`src/rtl/bat_pkg.sv`:
```
package bat_pkg;

  typedef enum logic [1:0] {
    ACC_LOAD  = 2'b00,
    ACC_STORE = 2'b01,
    ACC_FETCH = 2'b10,
    ACC_RSVD  = 2'b11
  } acc_e;

  // Access matrix: 00 nothing, 10 everything, 01/11 everything but stores.
  function automatic logic prot_allows(input logic [1:0] code, input acc_e acc);
    logic ok;
    case (code)
      2'b00:   ok = 1'b0;
      2'b10:   ok = 1'b1;
      default: ok = (acc != ACC_STORE);
    endcase
    return ok;
  endfunction

endpackage

```
`src/rtl/bat_entry_decode.sv`:
```
module bat_entry_decode #(
  parameter int ADDR_W   = 32,
  parameter int PAGE_LSB = 17,
  parameter int LEN_W    = 11
) (
  input  logic [ADDR_W-1:0] upper,
  input  logic [ADDR_W-1:0] lower,
  input  logic              prob_state,
  input  logic [ADDR_W-1:0] ea,
  output logic              sel_ok,
  output logic [ADDR_W-1:0] xlated,
  output logic [1:0]        prot_code
);
  localparam int LEN_LSB = 2;
  localparam int LEN_MSB = LEN_LSB + LEN_W - 1;
  localparam logic [ADDR_W-1:0] PAGE_MASK =
    {{(ADDR_W-PAGE_LSB){1'b1}}, {PAGE_LSB{1'b0}}};

  logic [ADDR_W-1:0] off_mask;
  logic              in_mode;

  always_comb begin
    off_mask = '0;
    off_mask[PAGE_LSB +: LEN_W] = upper[LEN_MSB:LEN_LSB];
    off_mask[PAGE_LSB-1:0]      = '1;
  end

  assign in_mode   = prob_state ? upper[1] : upper[0];
  assign sel_ok    = in_mode && ((ea & ~off_mask) == (upper & PAGE_MASK));
  assign xlated    = (ea & off_mask) | (lower & PAGE_MASK);
  assign prot_code = lower[1:0];

endmodule

```
`src/rtl/bat_priority_sel.sv`:
```
module bat_priority_sel #(
  parameter int NUM_ENTRIES = 4,
  parameter int ADDR_W      = 32
) (
  input  logic [NUM_ENTRIES-1:0]             sel_ok,
  input  logic [NUM_ENTRIES-1:0][ADDR_W-1:0] xlated,
  input  logic [NUM_ENTRIES-1:0][1:0]        prot,
  output logic                               any_sel,
  output logic [ADDR_W-1:0]                  win_addr,
  output logic [1:0]                         win_prot
);
  always_comb begin
    any_sel  = 1'b0;
    win_addr = '0;
    win_prot = 2'b00;
    // Walk downward so the lowest-numbered match is written last and wins.
    for (int i = NUM_ENTRIES-1; i >= 0; i--) begin
      if (sel_ok[i]) begin
        any_sel  = 1'b1;
        win_addr = xlated[i];
        win_prot = prot[i];
      end
    end
  end
endmodule

```
`src/rtl/bat_prot_check.sv`:
```
module bat_prot_check
  import bat_pkg::*;
(
  input  logic [1:0] code,
  input  logic [1:0] acc_raw,
  output logic       allowed
);
  assign allowed = prot_allows(code, acc_e'(acc_raw));
endmodule

```
`src/rtl/bat_xlate_unit.sv`:
```
module bat_xlate_unit #(
  parameter int NUM_ENTRIES = 4,
  parameter int ADDR_W      = 32,
  parameter int PAGE_LSB    = 17,
  parameter int LEN_W       = 11
) (
  input  logic                          clk,
  input  logic                          rst,
  input  logic [NUM_ENTRIES*ADDR_W-1:0] upper_regs,
  input  logic [NUM_ENTRIES*ADDR_W-1:0] lower_regs,
  input  logic                          prob_state,
  input  logic                          reloc_en,
  input  logic [ADDR_W-1:0]             eff_addr,
  input  logic [1:0]                    acc_kind,
  output logic                          blk_hit,
  output logic [ADDR_W-1:0]             real_addr,
  output logic                          prot_fault
);
  logic [NUM_ENTRIES-1:0]             sel_ok;
  logic [NUM_ENTRIES-1:0][ADDR_W-1:0] xlated;
  logic [NUM_ENTRIES-1:0][1:0]        prot;
  logic                               any_sel;
  logic [ADDR_W-1:0]                  win_addr;
  logic [1:0]                         win_prot;
  logic                               allowed;

  for (genvar g = 0; g < NUM_ENTRIES; g++) begin : g_entry
    bat_entry_decode #(
      .ADDR_W(ADDR_W), .PAGE_LSB(PAGE_LSB), .LEN_W(LEN_W)
    ) i_dec (
      .upper     (upper_regs[g*ADDR_W +: ADDR_W]),
      .lower     (lower_regs[g*ADDR_W +: ADDR_W]),
      .prob_state(prob_state),
      .ea        (eff_addr),
      .sel_ok    (sel_ok[g]),
      .xlated    (xlated[g]),
      .prot_code (prot[g])
    );
  end

  bat_priority_sel #(.NUM_ENTRIES(NUM_ENTRIES), .ADDR_W(ADDR_W)) i_sel (
    .sel_ok  (sel_ok),
    .xlated  (xlated),
    .prot    (prot),
    .any_sel (any_sel),
    .win_addr(win_addr),
    .win_prot(win_prot)
  );

  bat_prot_check i_prot (
    .code   (win_prot),
    .acc_raw(acc_kind),
    .allowed(allowed)
  );

  always_ff @(posedge clk) begin
    if (rst) begin
      blk_hit    <= 1'b0;
      prot_fault <= 1'b0;
      real_addr  <= '0;
    end else if (!reloc_en) begin
      blk_hit    <= 1'b0;
      prot_fault <= 1'b0;
      real_addr  <= eff_addr;
    end else if (any_sel && allowed) begin
      blk_hit    <= 1'b1;
      prot_fault <= 1'b0;
      real_addr  <= win_addr;
    end else begin
      blk_hit    <= 1'b0;
      prot_fault <= any_sel;
      real_addr  <= '0;
    end
  end

  // Mode-valid flags read straight from the ports, apart from the decoders.
  logic any_mode_valid;
  always_comb begin
    any_mode_valid = 1'b0;
    for (int i = 0; i < NUM_ENTRIES; i++)
      any_mode_valid |= upper_regs[i*ADDR_W + (prob_state ? 1 : 0)];
  end

  AST_RESET_CLEAR: assert property (@(posedge clk)
    rst |=> (!blk_hit && !prot_fault && real_addr == '0));

  AST_BYPASS_PASS: assert property (@(posedge clk) disable iff (rst)
    !reloc_en |=> (real_addr == $past(eff_addr) && !blk_hit && !prot_fault));

  AST_NO_CANDIDATE: assert property (@(posedge clk) disable iff (rst)
    (reloc_en && !any_mode_valid) |=> (!blk_hit && !prot_fault));

  AST_OFFSET_KEPT: assert property (@(posedge clk) disable iff (rst)
    blk_hit |-> (real_addr[PAGE_LSB-1:0] == $past(eff_addr[PAGE_LSB-1:0])));

  AST_HIT_FAULT_EXCL: assert property (@(posedge clk) disable iff (rst)
    !(blk_hit && prot_fault));

endmodule

```
`config.mk`:
```
export PLATFORM = sky130hd
export DESIGN_NAME = bat_xlate_unit
export DESIGN_NICKNAME = d
export VERILOG_FILES = /design/src/rtl/bat_pkg.sv /design/src/rtl/bat_entry_decode.sv /design/src/rtl/bat_priority_sel.sv /design/src/rtl/bat_prot_check.sv /design/src/rtl/bat_xlate_unit.sv
export SDC_FILE = /design/constraint.sdc
export NUM_CORES = 1
export LEC_CHECK = 0
export ABC_AREA = 0
export CAP_MARGIN = 0
export CORE_AREA = 5 5 125 127
export DETAILED_ROUTE_END_ITERATION = 12
export DIE_AREA = 0 0 130 132
export DONT_BUFFER_PORTS = 1
export HOLD_SLACK_MARGIN = 0.1
export PLACE_DENSITY = 0.41
export SETUP_SLACK_MARGIN = 0.2
export SYNTH_ARGS = -nofsm -noshare
export SYNTH_HDL_FRONTEND = slang
export SYNTH_SLANG_ARGS = --single-unit
```
`constraint.sdc`:
```
create_clock -name clk -period 2.83 [get_ports clk]
set_input_delay 0.283 -clock clk [delete_from_list [all_inputs] [get_ports clk]]
set_output_delay 0.283 -clock clk [all_outputs]
set_load 0.005 [all_outputs]
```
==> impl_results.md <==
* Status: finished, final reports clean
* First DRT Iteration DRCs at 168
* Synth Warn # at 0
* Clock buffer depth at 2
* Via count at 3126
* Psw at 0.348 mW
* GRT Overall Usage at 17.2%
* Average size of a mapped cell at 7.70 um^2
* Largest net degree at the start of global routing at 29
* Post CTS Setup Buffer Count at 0
* Delay-heaviest family, CP: simple AND/OR/NAND/NOR gates
* Part of the power in registers at 34.4%
* Synth Area in Compound Gates at 23.3%
* Detailed placer's ending HPWL at 13.5 mm
* Slew Limit Fails at 0
* Vias in the first global route at 3359
* Minimum clock period at 2.47 ns
* Final WL at 15.4 mm
* VDD IR max at 0.226 mV
* Final Wtd Congestion at 0.917
* Initial Util at 21.9%
* Power Dens Cells at 407 nW/um^2
* Core region area at 14300 um^2
* Stages on the worst setup path at 9
* Final nets at 701
* Setup TNS at 0 ns
* CP max stage delay at 0.59 ns
* Tcrit/Tclk final at 87.3%
* RSZ-0062 raised after global routing: false
* Mapped Cells at 408
* DP Worst Slack at 0.0553 ns
* LEAKAGE at 1.20 nW
* WP buf/inv at 1
* Switch share at 23.6%
* Die area at 17200 um^2
* First-pass GRT wire length at 21.4 mm
* Worst setup SP type: primary input
* TritonCTS buffer count at 5
* Setup WS post-layout at 0.361 ns
* Crit-path cells: nor2b_1 -> xnor2_1 -> nand4_1 -> or4_1 -> a311oi_1 -> a221oi_2 -> o21ai_1 -> buf_4 -> o21ai_0
* Clock share of power at 49.5%
* Wire per inst at 25.9 um
* Vias per cell at 5.27
* # hold bufs at CTS at 0
* HP Class: in2reg
* Least-Margin Pin Slew at 0.898 ns
* Remaining antenna violation count at 0
* Mux cell area share after synthesis at 0.996%
* Post-Syn Area at 3140 um^2
* Maxcap violations at 0
* CP max-delay cell: or4_1
* Root Buffer: clkbuf_16
* Worst slew margin at 39.9%
* Endpoints failing hold at 0
* Clock-pin transition on the worst setup and hold timing paths at 0.06 ns
* Overflow left after global routing at 0
* Critical Path Sink Type: flip-flop
* Logic pwr share at 16.1%
* Post-route DRC at 0
* First-pass DRT Iterations at 5
* WHS Path Cells at 2
* Final setup viols at 0
* Die height at 132 um
* CTS resizes at 0
* Max Freq at 0.405 GHz
* # port buffers at 0
* Synth Area in XOR/XNOR at 16.7%
* Simple-gate area share of the yosys netlist at 31.8%
* Share of layout cells above drive strength 1 at 12.0%
* WP data arrival at 2.62 ns
* WP data required at 2.99 ns
* TritonCTS clock tree: yes
* Critical path peak fanout at 15
* Synth Area in Adders at 0%
* CTS HTree Levels at 2
* Num rows at 44
* Initial antenna violation count at 1
* I/O pin cnt at 328
* Filler instances at 1593
* Synthesized net count at 702
* FF+latch count, synth at 34
* CTS sink cnt at 34
* Chip width at 130 um
* Power Internal at 1.13 mW
* WS Path Type: in2reg
* Synth-to-Final Area Change at 15.3%
* Seq/Total Area, Yosys at 21.7%
* Largest family of logic cells by synthesized area: simple AND/OR/NAND/NOR gates
* Unique masters post-synth at 47
==> routing by layer <==
| layer | track usage [%] | wire length [um] | vias up |
|---|---|---|---|
| li1 | - | - | 1438 |
| met1 | 18.0 | 5280 | 1423 |
| met2 | 30.4 | 7660 | 234 |
| met3 | 6.81 | 1830 | 31 |
| met4 | 6.52 | 603 | 0 |
| met5 | 0 | 0 | - |
==> cell usage after synthesis, drive strengths merged <==
cell type,count,area share [%]
nor4b,2,0.56
a221o,4,1.3
a222oi,11,3.5
a311oi,2,1.1
and2,3,0.60
nor2,10,1.2
nand4,14,2.8
clkbuf,21,2.5
or4,3,0.72
buf,9,2.1
o41a,1,0.36
or3,2,0.40
nor2b,41,8.2
mux2i,2,0.64
mux2,1,0.36
nand2b,8,1.6
nor3,4,0.96
xnor2,51,14
or4b,1,0.32
a22oi,4,0.96
o31ai,1,0.68
xor2,9,2.5
a31oi,3,0.60
o211ai,1,0.24
a21oi,38,6.1
and3b,2,0.56
nand3,4,0.64
and4b,1,0.32
nand2,47,5.6
a221oi,1,0.48
o211a,1,0.32
a21o,11,2.6
o21ai,30,4.8
nor3b,18,5.9
o311ai,1,0.28
inv,8,0.96
nor4,4,1.5
dfxtp,34,22
==> placed cells by master, fill, tap and decap left out, drive strengths merged, types with 9 or more instances in the layout <==
master	n
nand4	14
o21ai	30
xnor2	51
a222oi	11
nor3b	18
nor2	10
a21oi	38
xor2	9
dfxtp	34
nand2	47
buf	22
a21o	11
nor2b	41
==> metrics by stage <==
step / hold slack, ns / cell area, um^2 / instances / util, % / power [mW]
5_1_grt: 0.118 / 3620 / 593 / 25.3 / 1.55
4_1_cts: 0.103 / 3620 / 592 / 25.3 / 1.50
3_5_place_dp: 0.408 / 3420 / 584 / 23.9 / 0.757
3_3_place_gp: 0.400 / 3420 / 584 / 23.9 / 0.754
2_1_floorplan: 0.438 / 3150 / 408 / - / 0.723
6_report: 0.112 / 3620 / 593 / 25.3 / 1.47
==> kinds of logic after synthesis <==
group,count (synthesis)
mux,3
xor+xnor,60
compound gates,109
simple gates,164
flops,34
buf+inv,38
==> final cells by class <==
| type | instances | area, um^2 | share of cell area (%) |
|---|---|---|---|
| Clock inverter | 3 | 68.8 | 1.90 |
| Sequential cell | 34 | 681 | 18.8 |
| Clock buffer | 5 | 125 | 3.46 |
| Multi-Input combinational cell | 336 | 2290 | 63.3 |
| Antenna cell | 1 | 2.50 | 0.0691 |
| Tap cell | 184 | 230 | 6.36 |
| Timing Repair Buffer | 22 | 190 | 5.25 |
| Inverter | 8 | 30.0 | 0.830 |
==> sequential cells by signal (all words and copies together) (netlist names) <==
| signal | cells |
|---|---|
| blk_hit | 1 |
| real_addr | 32 |
| prot_fault | 1 |
==> path summary, 6_finish.rpt <==
kind / from / endpoint / slack, ns
hold / removal: eff_addr[22] / real_addr[22] / 0.11
setup / recovery: eff_addr[23] / real_addr[19] / 0.36
==> power by group through the flow <==
stage / Clock [mW] / Sequential [mW] / Combinational (mW)
after floorplan: 0 / 0.515 / 0.209
after global placement: 0 / 0.519 / 0.235
after detailed placement: 0 / 0.519 / 0.238
after CTS: 0.747 / 0.508 / 0.240
after global routing: 0.774 / 0.509 / 0.264
final: 0.729 / 0.507 / 0.237
No activity file was read; power rests on OpenSTA's default activity.
